[src/rtl/arpwm_pkg.sv]
package arpwm_pkg;
  localparam int ADDR_W = 3;
  localparam int DATA_W = 8;

  typedef enum logic [ADDR_W-1:0] {
    SEL_BASE_LO = 3'd0,
    SEL_BASE_HI = 3'd1,
    SEL_THR_HI  = 3'd2,
    SEL_THR_LO  = 3'd3,
    SEL_CTRL    = 3'd4
  } reg_sel_e;

  localparam int CTRL_EN_BIT  = 0;
  localparam int CTRL_POL_BIT = 1;
endpackage

[src/rtl/arpwm_regs.sv]
module arpwm_regs
  import arpwm_pkg::*;
#(
  parameter int CNT_W = 12
) (
  input  logic              clk,
  input  logic              rst,
  input  logic              wr_en,
  input  logic [ADDR_W-1:0] wr_addr,
  input  logic [DATA_W-1:0] wr_data,
  input  logic              wrap,
  output logic [CNT_W-1:0]  base_eff,
  output logic [CNT_W-1:0]  thr_stage,
  output logic [CNT_W-1:0]  thr_act,
  output logic              cmp_lock,
  output logic              ctl_en,
  output logic              ctl_pol
);
  // CNT_W must lie between DATA_W+1 and 2*DATA_W-1
  localparam int HI_W = CNT_W - DATA_W;
  localparam logic [CNT_W-1:0] TOP = {CNT_W{1'b1}};

  logic [CNT_W-1:0] base_q;
  logic             unused_bits;

  assign unused_bits = ^wr_data[DATA_W-1:HI_W];

  always_ff @(posedge clk) begin
    if (rst) begin
      base_q    <= '0;
      thr_stage <= '0;
      cmp_lock  <= 1'b0;
      ctl_en    <= 1'b0;
      ctl_pol   <= 1'b0;
    end else if (wr_en) begin
      case (wr_addr)
        SEL_BASE_LO: base_q[DATA_W-1:0]     <= wr_data;
        SEL_BASE_HI: base_q[CNT_W-1:DATA_W] <= wr_data[HI_W-1:0];
        SEL_THR_HI: begin
          thr_stage[CNT_W-1:DATA_W] <= wr_data[HI_W-1:0];
          cmp_lock                  <= 1'b1;
        end
        SEL_THR_LO: begin
          thr_stage[DATA_W-1:0] <= wr_data;
          cmp_lock              <= 1'b0;
        end
        SEL_CTRL: begin
          ctl_en  <= wr_data[CTRL_EN_BIT];
          ctl_pol <= wr_data[CTRL_POL_BIT];
        end
        default: ;
      endcase
    end
  end

  // active threshold follows the staged one only at a wrap
  always_ff @(posedge clk) begin
    if (rst)       thr_act <= '0;
    else if (wrap) thr_act <= thr_stage;
  end

  // the top count can never be a base: the period must be at least two cycles
  assign base_eff = (base_q == TOP) ? TOP - 1'b1 : base_q;
endmodule

[src/rtl/arpwm_counter.sv]
module arpwm_counter #(
  parameter int CNT_W = 12
) (
  input  logic             clk,
  input  logic             rst,
  input  logic [CNT_W-1:0] base_eff,
  output logic [CNT_W-1:0] cnt_q,
  output logic             wrap,
  output logic             ovf_q
);
  localparam logic [CNT_W-1:0] TOP = {CNT_W{1'b1}};

  assign wrap = (cnt_q == TOP);

  always_ff @(posedge clk) begin
    if (rst) begin
      cnt_q <= '0;
      ovf_q <= 1'b0;
    end else begin
      cnt_q <= wrap ? base_eff : CNT_W'(cnt_q + 1'b1);
      ovf_q <= wrap;
    end
  end
endmodule

[src/rtl/arpwm_wave.sv]
module arpwm_wave #(
  parameter int CNT_W = 12
) (
  input  logic             clk,
  input  logic             rst,
  input  logic [CNT_W-1:0] cnt_q,
  input  logic             wrap,
  input  logic [CNT_W-1:0] base_eff,
  input  logic [CNT_W-1:0] thr_stage,
  input  logic [CNT_W-1:0] thr_act,
  input  logic             cmp_lock,
  input  logic             ctl_en,
  input  logic             ctl_pol,
  output logic             pwm_q
);
  logic             raw_q, raw_nxt;
  logic [CNT_W-1:0] cnt_inc;

  assign cnt_inc = CNT_W'(cnt_q + 1'b1);

  // raw level is computed for the counter value of the next cycle,
  // so the registered output lines up with the counter
  always_comb begin
    raw_nxt = raw_q;
    if (wrap)
      raw_nxt = (thr_stage > base_eff);
    else if (!cmp_lock && cnt_inc == thr_act)
      raw_nxt = 1'b0;
  end

  always_ff @(posedge clk) begin
    if (rst) begin
      raw_q <= 1'b0;
      pwm_q <= 1'b0;
    end else begin
      raw_q <= raw_nxt;
      pwm_q <= ctl_en & (raw_nxt ^ ctl_pol);
    end
  end
endmodule

[src/rtl/arpwm_timer.sv]
module arpwm_timer
  import arpwm_pkg::*;
#(
  parameter int CNT_W = 12
) (
  input  logic              clk,
  input  logic              rst,
  input  logic              wr_en,
  input  logic [ADDR_W-1:0] wr_addr,
  input  logic [DATA_W-1:0] wr_data,
  output logic              pwm_out,
  output logic              ovf_pulse
);
  logic [CNT_W-1:0] cnt_q, base_eff, thr_stage, thr_act;
  logic             wrap, cmp_lock, ctl_en, ctl_pol;

  arpwm_regs #(.CNT_W(CNT_W)) u_regs (
    .clk(clk), .rst(rst), .wr_en(wr_en), .wr_addr(wr_addr), .wr_data(wr_data),
    .wrap(wrap), .base_eff(base_eff), .thr_stage(thr_stage), .thr_act(thr_act),
    .cmp_lock(cmp_lock), .ctl_en(ctl_en), .ctl_pol(ctl_pol)
  );

  arpwm_counter #(.CNT_W(CNT_W)) u_cnt (
    .clk(clk), .rst(rst), .base_eff(base_eff),
    .cnt_q(cnt_q), .wrap(wrap), .ovf_q(ovf_pulse)
  );

  arpwm_wave #(.CNT_W(CNT_W)) u_wave (
    .clk(clk), .rst(rst), .cnt_q(cnt_q), .wrap(wrap), .base_eff(base_eff),
    .thr_stage(thr_stage), .thr_act(thr_act), .cmp_lock(cmp_lock),
    .ctl_en(ctl_en), .ctl_pol(ctl_pol), .pwm_q(pwm_out)
  );
endmodule

[config.mk]
export PLATFORM = sky130hd
export DESIGN_NAME = arpwm_timer
export DESIGN_NICKNAME = d
export VERILOG_FILES = /design/src/rtl/arpwm_pkg.sv /design/src/rtl/arpwm_regs.sv /design/src/rtl/arpwm_counter.sv /design/src/rtl/arpwm_wave.sv /design/src/rtl/arpwm_timer.sv
export SDC_FILE = /design/constraint.sdc
export NUM_CORES = 1
export LEC_CHECK = 0
export ABC_CLOCK_PERIOD_IN_PS = 3200
export CAP_MARGIN = 20
export CORE_MARGIN = 1
export CORE_UTILIZATION = 35
export DETAILED_ROUTE_END_ITERATION = 8
export DONT_BUFFER_PORTS = 1
export SETUP_SLACK_MARGIN = 0.3
export SKIP_LAST_GASP = 1
export SLEW_MARGIN = 40
export SYNTH_ARGS = -nofsm -noshare
export SYNTH_HDL_FRONTEND = slang
export SYNTH_SLANG_ARGS = --single-unit
export TNS_END_PERCENT = 10
[constraint.sdc]
create_clock -name clk -period 3.2 [get_ports clk]
set_input_delay 0.32 -clock clk [delete_from_list [all_inputs] [get_ports clk]]
set_output_delay 0.32 -clock clk [all_outputs]
set_load 0.01 [all_outputs]
# Word level (Yosys, flattened, before mapping)
# Index checks and enable logic that the tools add are counted.
totals:
  register_bits: 54
  input_bits: 14
  out_inout_bits: 2
classes:
  n_addsub: 1
  n_lt_le_gt_ge: 1
  eq_ne: 7
  n_mux: 5
  bitwise_logic: 2
  reduce_logical: 10
op_table:
  columns: ["op", "n"]
  rows:
  - ["$eq 12x12->1 const B", 2]
  - ["$mux 12", 2]
  - ["$add 12x1->12 const B", 1]
  - ["$eq 12x12->1", 1]
  - ["$gt 12x12->1", 1]
  - ["$reduce_and 2->1", 6]
  - ["$eq 3x2->1 const B", 2]
  - ["$eq 3x1->1 const B", 1]
  - ["$eq 3x3->1 const B", 1]
  - ["$logic_not 3->1", 1]
  - ["$mux 1", 2]
  - ["$pmux 1 s2", 1]
  - ["$reduce_bool 2->1", 1]
  - ["$and 1x1->1", 1]
  - ["$logic_and 1x1->1", 1]
  - ["$logic_not 1->1", 1]
  - ["$xor 1x1->1", 1]

# Depth between registers and ports, before layout
# Gate-level depths: netlist of the first run.
depth:
  ltp_word: 7
  depth_mapped: 9

# Cells and area by module
# Synthesis of the first run repeated with hierarchy kept, for this count alone.
hier_totals:
  cells_unflattened: 359
  area_unflattened_um2: 3060.4
by_module_without_submodules:
  columns: ["module", "n_inst", "cells_per_inst", "area_each_um2", "seq_area_each_um2"]
  rows:
  - ["arpwm_regs", 1, 166, 1502.7, 780.7]
  - ["arpwm_wave", 1, 117, 850.8, 40.0]
  - ["arpwm_counter", 1, 76, 706.9, 260.2]

# Least setup slack after synthesis of the first run
# No wires, ideal clock.
synth_timing:
  kind: "flip-flop to flip-flop"
  from: "reg u_cnt.cnt_q[0]"
  to: "reg u_wave.raw_q"
  arrival_time_ns: 2.301
  setup_slack_ns: 0.765
  path_stages_with_launch: 8
  synth_period_minus_slack_ns: 2.435
  path_cell_list: "dfxtp_1 ha_1 xor2_1 or3_1 or4_1 a2111o_1 nor4b_1 a211oi_1"
synth_via:
  elab_chain_cells: 5
synth_lines:
  columns: ["element", "line_no", "source"]
  rows:
  - ["start, declared", "arpwm_counter.sv:7", "output logic [CNT_W-1:0] cnt_q,"]
  - ["start signal, assigned", "arpwm_counter.sv:20", "cnt_q <= wrap ? base_eff : CNT_W'(cnt_q + 1'b1);"]
  - ["$add 12x1->12", "arpwm_wave.sv:19", "assign cnt_inc = CNT_W'(cnt_q + 1'b1);"]
  - ["$eq 12x12->1", "arpwm_wave.sv:27", "else if (!cmp_lock && cnt_inc == thr_act)"]
  - ["$logic_and 1x1->1", "arpwm_wave.sv:27", null]
  - ["$mux 1", "arpwm_wave.sv:27", null]
  - ["$mux 1 *", "arpwm_wave.sv:25", "if (wrap)"]
  - ["end signal, assigned", "arpwm_wave.sv:36", "raw_q <= raw_nxt;"]
  - ["end, declared", "arpwm_wave.sv:16", "logic raw_q, raw_nxt;"]
# Every way passes the cells marked *; elsewhere a longest branch is shown, timed or not.
# A chain may end at the register's enable or synchronous reset.

# Worst setup path in the final report of the first run
# Same ends and word-level chain as after synthesis.

==> results of run 1 <==
[critical path: cells and delay by family (launching register included)]
| family | cells | cell delay [ns] |
|---|---|---|
| AO/OA/AOI/OAI | 2 | 0.51 |
| XOR/XNOR | 1 | 0.14 |
| adder cells (fa/ha/maj) | 1 | 0.28 |
| flip-flops | 1 | 0.42 |
| AND/OR/NAND/NOR | 3 | 1.08 |
[metal layers]
metal / routed length, um / share of wire / vias to the layer above / GRT usage
met3: 251 / 0.039 / 12 / 0.03553
met2: 2846 / 0.45 / 52 / 0.2474
met1: 3131 / 0.49 / 1089 / 0.2277
met4: 161 / 0.025 / 0 / 0.06557
met5: 0 / 0 / - / 0
li1: - / - / 1159 / -
[synth_stat cells, types with 2 or more instances]
cell	n	area share
o2111ai_1	2	0.0065
or3_1	3	0.0070
nand4_1	9	0.021
a21oi_1	46	0.085
nand3_1	6	0.011
nand2_1	68	0.095
clkbuf_1	16	0.022
o21a_1	2	0.0056
a211oi_1	8	0.022
ha_1	13	0.060
xor2_1	8	0.026
o311ai_0	2	0.0065
nor2_1	31	0.043
inv_1	15	0.021
xnor2_1	8	0.026
mux2i_1	6	0.022
nor3_1	5	0.0093
nor2b_1	3	0.0070
a21o_1	2	0.0056
o211ai_1	2	0.0056
a31oi_1	3	0.0070
dfxtp_1	54	0.40
and3_1	8	0.019
[where the power goes]
part           internal [uW]  leakage [uW]  switching, uW
clock network            155     0.0000441            236
logic                   29.8      0.000496           35.1
registers                683      0.000437           11.5
total                    867      0.000976            282
[cell type report]
class | count | area [sq um] | area share
Sequential cell | 54 | 1081 | 0.3788
Multi-Input combinational cell | 254 | 1495 | 0.5239
Tap cell | 99 | 123.9 | 0.04340
Clock buffer | 5 | 68.82 | 0.02411
Timing Repair Buffer | 1 | 7.507 | 0.002630
Clock inverter | 3 | 21.27 | 0.007453
Inverter | 15 | 56.30 | 0.01973
[flip-flops by register name, indices dropped and copies added (netlist names)]
register and cells:
u_regs.ctl_pol 1, u_regs.thr_act 12, u_regs.cmp_lock 1, u_cnt.cnt_q 12
u_regs.base_q 12, u_wave.pwm_q 1, u_regs.ctl_en 1, u_regs.thr_stage 12
u_wave.raw_q 1, u_cnt.ovf_q 1
[cell usage in the layout, fill, tap and decap left out, types with 2 or more instances in the layout]
| cell | count |
|---|---|
| nor2b_1 | 3 |
| a21oi_1 | 46 |
| nand3_1 | 6 |
| xor2_1 | 8 |
| nor2_1 | 31 |
| xnor2_1 | 8 |
| o211ai_1 | 2 |
| dfxtp_1 | 54 |
| o21a_1 | 2 |
| inv_1 | 15 |
| nand2_1 | 68 |
| ha_1 | 13 |
| a211oi_1 | 8 |
| or3_1 | 3 |
| a21o_1 | 2 |
| o311ai_0 | 2 |
| nand4_1 | 9 |
| a31oi_1 | 3 |
| nor3_1 | 5 |
| o2111ai_1 | 2 |
| clkbuf_8 | 5 |
| mux2i_1 | 6 |
| and3_1 | 8 |
[cell families after synthesis]
group / count (synthesis) / synth area share
compound gates: 75 / 0.1707
xor+xnor: 17 / 0.06030
fa+ha+maj: 13 / 0.06030
simple gates: 142 / 0.2366
mux: 7 / 0.02644
flops: 54 / 0.4007
buf+inv: 32 / 0.04499
[worst max-delay path by stage]
stage	start	end	slack, ns	cells after the start
detailed placement	u_cnt.cnt_q[0]	u_wave.raw_q	0.65	7
CTS	u_cnt.cnt_q[0]	u_wave.raw_q	0.64	7
global placement	u_cnt.cnt_q[0]	u_wave.raw_q	0.70	7
finish	u_cnt.cnt_q[0]	u_wave.raw_q	0.66	7
global route	u_cnt.cnt_q[0]	u_wave.raw_q	0.48	7
floorplan	u_cnt.cnt_q[0]	u_wave.raw_q	0.77	7
[through the flow]
stage | power, uW | cells | area (sq um) | worst slack, ns
6_report | 1149 | 431 | 2854 | 0.6602
4_1_cts | 1162 | 431 | 2854 | 0.6359
2_1_floorplan | 767.2 | 340 | 2698 | 0.7653
5_1_grt | 1191 | 431 | 2854 | 0.4759
3_3_place_gp | 772.4 | 423 | 2764 | 0.7008
3_5_place_dp | 774.7 | 423 | 2764 | 0.6457
==> impl_metrics.env, run 1 <==
export IMPL_grt_overflow=0
export IMPL_drt_initial_drc_count=136
export IMPL_finalSetupViolations=0
export IMPL_synth_ff_latch_count=54
export IMPL_drive_gt1_frac=0.03313
export IMPL_synth_net_count=367
export IMPL_syn_area_sq_um=2698
export IMPL_io_pins=16
export IMPL_critPathArrivalTime_ns=2.73
export IMPL_grt_start_max_net_pins=55
export IMPL_worstSetupEndpointType="register"
export IMPL_finalMaxSlewViolations=0
export IMPL_insertion_delay_ns=0.31
export IMPL_placementRows=31
export IMPL_vdd_ir_drop_max_uv=214.9
export IMPL_worst_hold_slack_ns=0.06804
export IMPL_cp_required_ns=3.39
export IMPL_clock_fmax_ghz=0.3937
export IMPL_finalNetCount=358
export IMPL_routed_wirelength_um=6391
export IMPL_syn_inst=340
export IMPL_reg2reg_depth=7
export IMPL_routabilityCongestion=0.8857
export IMPL_avgViaCountPerCell=5.364
export IMPL_crit_chain="ha_1 -> xor2_1 -> or3_1 -> or4_1 -> a2111o_1 -> nor4b_1 -> a211oi_1"
export IMPL_die_y_um=89.79
export IMPL_synth_avg_cell_area_sq_um=7.934
export IMPL_die_area_sq_um=8062
export IMPL_reg2reg_from="u_cnt.cnt_q[0]"
export IMPL_h_tree_depth=2
export IMPL_min_delay_start="rst"
export IMPL_cts_hold_buffers=0
export IMPL_post_drt_wl_per_cell_um=14.83
export IMPL_grt_pass1_vias=2058
export IMPL_cts_sinks=54
export IMPL_post_cts_setup_buffer_count=0
export IMPL_antenna_found_initial=0
export IMPL_grt_pass1_wl_um=10470
export IMPL_synthFlopType="dfxtp_1"
export IMPL_fin_skew_ns=0.008358
export IMPL_grt_setup_unrepaired="false"
export IMPL_hold_depth=1
export IMPL_hold_path_end="u_regs.ctl_en"
export IMPL_diodes=0
export IMPL_die_w_um=89.79
export IMPL_finalCriticalPeriod_ns=2.540
export IMPL_via_count=2312
export IMPL_hold_violations=0
export IMPL_clk_pin_slew_worst_paths_ns=0.10
export IMPL_grt_use_total=0.1644
export IMPL_cts_made_buffers=5
export IMPL_antenna_left=0
export IMPL_ff2ff_setup_slack_ns=0.66
export IMPL_place_hpwl_um=4650
export IMPL_rr_endpoint="u_wave.raw_q"
export IMPL_critPathMaxStageDelay_ns=0.50
export IMPL_path_class="register to register"
export IMPL_area_growth_pct=5.798
export IMPL_hp_class="input pin to register"
export IMPL_io_buffers=0
export IMPL_clock_path_buffers=2
export IMPL_async_flop_share=0
export IMPL_crit_path_start_kind="register"
export IMPL_ctsResizeCount=0
export IMPL_final_util=0.3873
export IMPL_cts_tree="yes"
export IMPL_ys_seq_area_frac=0.4007
export IMPL_slowest_stage="or4_1"
export IMPL_worst_pin_slew_ns=0.6523
export IMPL_synth_edff_count=0
export IMPL_initial_core_util=0.3660
export IMPL_power_density_nw_per_um2=402.7
export IMPL_power_leakage_uw=0.0009763
export IMPL_cts_root_buf="clkbuf_8"
export IMPL_period_share=0.7937
export IMPL_ys_types=43
export IMPL_core_sq_um=7370
export IMPL_path_max_fanout=5
export IMPL_cap_violations=0
export IMPL_yosysWarningCount=0
export IMPL_slew_headroom=0.5651
export IMPL_setup_tns_final_ns=0
export IMPL_status="finished clean"
export IMPL_drc=0
export IMPL_nFillCells=822
export IMPL_dr_pass1_iters=5
Note: power is estimated with default switching activity, not from simulation.
==> run 2: changes to the inputs <==
Settings changed: ABC_CLOCK_PERIOD_IN_PS 3200 to 2270.
Clock period 3.2 ns to 2.27 ns, I/O delays scaled along.
==> run 2 against run 1 <==
Against the previous run:
- the flow now finishes with violations (setup timing)
- combinational power up 94%
- worst setup slack worse by 0.66 ns
- die area unchanged
- largest power group unchanged
- core utilization rose by 3.0 points
- register-to-register slack lost 0.66 ns
- first-iteration DRC count shrank 13%
- hold slack worse by 0.029 ns
- non-clock buffer count is 21 higher
- critical endpoint is now u_wave.pwm_q
- critical path depth unchanged
==> impl_metrics.env, run 2 (synthesis results as in run 1) <==
export IMPL_antenna_found_initial=0
export IMPL_cp_required_ns=2.52
export IMPL_violations="setup timing"
export IMPL_finalSetupViolations=1
export IMPL_antenna_left=0
export IMPL_placed_cells=442
export IMPL_die_y_um=89.79
export IMPL_path_class="register to register"
export IMPL_insertion_delay_ns=0.31
export IMPL_min_delay_start="wr_data[7]"
export IMPL_die_w_um=89.79
export IMPL_path_max_fanout=3
export IMPL_grt_overflow=0
export IMPL_placed_cell_area_sq_um=2930
export IMPL_diodes=0
export IMPL_post_route_cell_area_sq_um=3075
export IMPL_power_density_nw_per_um2=568.0
export IMPL_cts_tree="yes"
export IMPL_post_drt_wl_per_cell_um=15.05
export IMPL_drive_gt1_frac=0.1076
export IMPL_fin_skew_ns=0.007542
export IMPL_core_sq_um=7370
export IMPL_final_common_cell="nand2_1"
export IMPL_power_leakage_uw=0.001112
export IMPL_clock_path_buffers=2
export IMPL_hold_violations=0
export IMPL_clk_pin_slew_worst_paths_ns=0.10
export IMPL_h_tree_depth=2
export IMPL_reg2reg_depth=7
export IMPL_finalMaxSlewViolations=0
export IMPL_dr_pass1_iters=4
export IMPL_vdd_ir_drop_max_uv=327.2
export IMPL_io_buffers=0
export IMPL_io_pins=16
export IMPL_avgViaCountPerCell=5.190
export IMPL_die_area_sq_um=8062
export IMPL_cts_sinks=54
export IMPL_hp_class="input pin to register"
export IMPL_crit_chain="ha_4 -> xor2_1 -> or3_1 -> or4_1 -> a2111o_1 -> or2_0 -> o211ai_1"
export IMPL_cap_violations=0
export IMPL_initial_core_util=0.3660
export IMPL_place_hpwl_um=4906
export IMPL_area_growth_pct=14.01
export IMPL_setup_ws_ns=-0.003048
export IMPL_via_count=2346
export IMPL_grt_setup_unrepaired="true"
export IMPL_drt_initial_drc_count=119
export IMPL_rr_endpoint="u_wave.pwm_q"
export IMPL_worst_hold_slack_ns=0.03935
export IMPL_grt_pass1_wl_um=11070
export IMPL_crit_path_start_kind="register"
export IMPL_period_share=1.001
export IMPL_grt_use_total=0.1757
export IMPL_finalCriticalPeriod_ns=2.273
export IMPL_routabilityCongestion=0.8182
export IMPL_critPathArrivalTime_ns=2.52
export IMPL_worstSetupEndpointType="register"
export IMPL_routed_wirelength_um=6803
export IMPL_setup_tns_final_ns=-0.003048
export IMPL_ff2ff_setup_slack_ns=-0.003
export IMPL_layout_common_cells="nand2_1 (68), dfxtp_1 (52), a21oi_1 (45)"
export IMPL_cts_root_buf="clkbuf_8"
export IMPL_nFillCells=797
export IMPL_critPathMaxStageDelay_ns=0.47
export IMPL_dp_slack_ns=0.0008893
export IMPL_placementRows=31
export IMPL_worst_pin_slew_ns=0.4789
export IMPL_slowest_stage="or4_1"
export IMPL_layout_cells_non_filler=452
export IMPL_slew_headroom=0.6795
export IMPL_grt_pass1_vias=2267
export IMPL_hold_path_end="u_regs.thr_stage[7]"
export IMPL_clock_fmax_ghz=0.4399
export IMPL_hold_depth=2
export IMPL_grt_start_max_net_pins=53
export IMPL_cts_made_buffers=5
export IMPL_reg2reg_from="u_cnt.cnt_q[1]"
export IMPL_drc=0
export IMPL_status="complete, but fails checks"
export IMPL_finalNetCount=379
run 2: timing repair:
item | in CTS | in global routing
hold buffers | 1 | 0
gates resized for setup | 0 | 3
cloned | 0 | 0
pin swaps | 2 | 2
hold endpoints to repair | 52 | 0
buffers inserted | 0 | 1
endpoints found under the setup margin | 2 | 2
run 2: layout make-up:
| cell class | instances | area, sq um | share of cell area |
|---|---|---|---|
| multi-input cells | 254 | 1523 | 0.4951 |
| repair buffers | 22 | 177.7 | 0.05777 |
| flip-flops and latches | 54 | 1086 | 0.3531 |
| clock buffers | 5 | 68.82 | 0.02238 |
| well taps | 99 | 123.9 | 0.04028 |
| inverters | 15 | 56.30 | 0.01831 |
| clock inverters | 3 | 40.04 | 0.01302 |
run 2: critical path, delay by kind of cell (launching register included):
kind | cells | cell delay (ns)
fa+ha+maj | 1 | 0.24
xor+xnor | 1 | 0.13
flops | 1 | 0.35
simple gates | 3 | 0.99
compound gates | 2 | 0.49
run 2: where the power goes:
part / internal, uW / switching [uW] / leakage, uW / total [uW]
combinational: 56.4 / 69.4 / 0.000616 / 126
clock: 325 / 321 / 0.0000579 / 646
sequential: 962 / 13.2 / 0.000437 / 975
total: 1340 / 403 / 0.00111 / 1750
run 2: stage by stage:
| stage | total power [uW] | utilization |
|---|---|---|
| 6_report | 1747 | 0.4173 |
| 4_1_cts | 1762 | 0.4151 |
| 3_5_place_dp | 1102 | 0.3976 |
| 2_1_floorplan | 1086 | - |
| 3_3_place_gp | 1100 | 0.3976 |
| 5_1_grt | 1813 | 0.4173 |
run 2: metal layers:
metal	wire length (um)	GRT usage	part of all wire
met5	0	0	0
met2	3124	0.2827	0.46
met3	333	0.03553	0.049
met1	3205	0.2299	0.47
met4	139	0.07104	0.020
run 2: worst max-delay path by stage:
stage	startpoint	end	slack [ns]	depth (start not counted)
floorplan	u_cnt.cnt_q[0]	u_wave.pwm_q	0.10	7
global placement	u_regs.base_q[2]	u_wave.pwm_q	0.03	9
detailed placement	u_regs.base_q[10]	u_wave.pwm_q	0.0009	9
CTS	u_cnt.cnt_q[1]	u_wave.pwm_q	-0.02	7
global route	u_regs.base_q[10]	u_wave.pwm_q	-0.15	9
finish	u_cnt.cnt_q[1]	u_wave.pwm_q	-0.003	7
==> run 3: changes to the inputs <==
Settings changed: ABC_CLOCK_PERIOD_IN_PS 2270 to 2100, TNS_END_PERCENT 10 to 20.
Clock period 2.27 ns to 2.1 ns, I/O delays scaled along.
==> run 3 against run 2 <==
Against the previous run:
- combinational power increased by 17%
- final area grew 3.4%
- count of clock-buffer cells in the layout increased by 3
- non-clock buffer count grew 16
- the flow still finishes with violations (setup timing)
- critical path depth unchanged
- cell count grew 3.5%
- register-to-register slack got worse by 0.19 ns
- worst setup slack lost 0.19 ns
- maximum frequency shrank 1.0%
- clock power shrank 12%
- sequential share of layout area is 1.0 points lower
- hold slack got worse by 0.0053 ns
==> impl_metrics.env, run 3 (synthesis results as in run 1) <==
export IMPL_status="complete, but fails checks"
export IMPL_violations="setup timing"
export IMPL_io_buffers=0
export IMPL_routed_wirelength_um=7124
export IMPL_worst_pin_slew_ns=0.4937
export IMPL_drc=0
export IMPL_finalSetupViolations=2
export IMPL_grt_setup_unrepaired="true"
export IMPL_crit_path_start_kind="register"
export IMPL_finalNetCount=395
export IMPL_worstSetupEndpointType="register"
export IMPL_die_area_sq_um=8062
export IMPL_slew_headroom=0.6696
export IMPL_power_leakage_uw=0.001173
export IMPL_period_share=1.094
export IMPL_fin_skew_ns=0.008834
export IMPL_initial_core_util=0.3660
export IMPL_ff2ff_setup_slack_ns=-0.20
export IMPL_die_w_um=89.79
export IMPL_via_count=2401
export IMPL_grt_use_total=0.1791
export IMPL_route_met3_wl_um=284
export IMPL_grt_start_max_net_pins=53
export IMPL_dr_wl_met2_um=3303
export IMPL_critPathArrivalTime_ns=2.53
export IMPL_final_common_cell="nand2_1"
export IMPL_layout_common_cells="nand2_1 (68), dfxtp_1 (49), a21oi_1 (46)"
export IMPL_drt_initial_drc_count=138
export IMPL_reg2reg_depth=7
export IMPL_io_pins=16
export IMPL_placed_cells=456
export IMPL_insertion_delay_ns=0.30
export IMPL_dr_pass1_iters=4
export IMPL_layout_cells_non_filler=468
export IMPL_place_hpwl_um=5178
export IMPL_vdd_ir_drop_max_uv=276.2
export IMPL_antenna_left=0
export IMPL_avgViaCountPerCell=5.130
export IMPL_clock_fmax_ghz=0.4354
export IMPL_cap_violations=0
export IMPL_cp_required_ns=2.34
export IMPL_setup_ws_ns=-0.1969
export IMPL_final_util=0.4316
export IMPL_finalCriticalPeriod_ns=2.297
export IMPL_antenna_found_initial=0
export IMPL_area_growth_pct=17.90
export IMPL_clock_path_buffers=2
export IMPL_grt_pass1_vias=2334
export IMPL_cts_tree="yes"
export IMPL_core_sq_um=7370
export IMPL_h_tree_depth=2
export IMPL_grt_overflow=0
export IMPL_path_class="register to register"
export IMPL_hold_depth=2
export IMPL_m1WireLength_um=3478
export IMPL_nFillCells=788
export IMPL_min_delay_start="wr_data[2]"
export IMPL_clk_pin_slew_worst_paths_ns=0.10
export IMPL_cts_root_buf="clkbuf_8"
export IMPL_grt_pass1_wl_um=11550
export IMPL_diodes=0
export IMPL_routabilityCongestion=0.8117
export IMPL_die_y_um=89.79
export IMPL_hold_violations=0
export IMPL_finalMaxSlewViolations=0
export IMPL_cts_sinks=54
export IMPL_hold_path_end="u_regs.base_q[2]"
export IMPL_placementRows=31
export IMPL_reg2reg_from="u_cnt.cnt_q[1]"
export IMPL_cts_made_buffers=5
export IMPL_rr_endpoint="u_wave.pwm_q"
export IMPL_drive_gt1_frac=0.1491
export IMPL_path_max_fanout=3
export IMPL_top_layer="met4"
export IMPL_post_drt_wl_per_cell_um=15.22
export IMPL_setup_tns_final_ns=-0.3788
export IMPL_power_density_nw_per_um2=556.4
export IMPL_hp_class="input pin to register"
## run 3: cell count changes in the layout (fill, tap and decap cells not counted), moves of 2 or more
| cell | change |
|---|---|
| buf_4 | +14 |
| dfxtp_2 | +3 |
| clkinv_2 | -2 |
| clkbuf_1 | +3 |
| dfxtp_1 | -3 |
## run 3: area by class of cell
| class | instances | area, sq um | share of cell area |
|---|---|---|---|
| sequential | 54 | 1090 | 0.3426 |
| timing repair buffer | 38 | 299.0 | 0.09402 |
| tap | 99 | 123.9 | 0.03895 |
| inverter | 15 | 56.30 | 0.01770 |
| clock buffer | 8 | 80.08 | 0.02518 |
| multi-input combinational | 254 | 1531 | 0.4815 |
## run 3: repair_timing
item,4_1_cts,5_1_grt
cloned,0,1
setup endpoints to repair,2,19
hold endpoints to repair,52,0
resized for setup,0,8
setup buffers,0,2
hold buffers,1,0
pin swaps,2,8
## run 3: per-layer routing
metal / GRT usage / vias up
met5: 0 / -
met4: 0.03689 / 0
met3: 0.03046 / 5
met2: 0.2962 / 37
met1: 0.2445 / 1122
li1: - / 1237
## run 3: through the flow
step	cell area, sq um	hold WS [ns]	power, uW	worst slack [ns]
2_1_floorplan	2721	0.3460	1174	-0.06960
3_3_place_gp	3035	0.2816	1198	-0.1596
3_5_place_dp	3035	0.2817	1201	-0.2364
4_1_cts	3136	0.02881	1780	-0.1741
5_1_grt	3181	0.01976	1847	-0.2821
6_report	3181	0.03410	1770	-0.1969
## run 3: how the worst max path moves through the flow
stage | end | start | depth (start not counted)
floorplan | u_wave.pwm_q | u_cnt.cnt_q[0] | 7
global placement | u_wave.pwm_q | u_regs.base_q[2] | 9
detailed placement | u_wave.pwm_q | u_regs.base_q[2] | 9
CTS | u_wave.pwm_q | u_cnt.cnt_q[1] | 7
global route | u_wave.pwm_q | u_cnt.cnt_q[1] | 7
finish | u_wave.pwm_q | u_cnt.cnt_q[1] | 7
## run 3: power by group
group	internal [uW]	switching, uW	total (uW)
combinational	68.3	80.0	148
clock	238	330	568
sequential	1040	13.5	1050
## run 3: worst max-delay path, cell delays in order, from the launching register on
cell	delay, ns
dfxtp_2	0.35
ha_4	0.24
xor2_1	0.13
or3_1	0.29
or4_1	0.47
a2111o_1	0.35
or2_0	0.24
o211ai_1	0.17
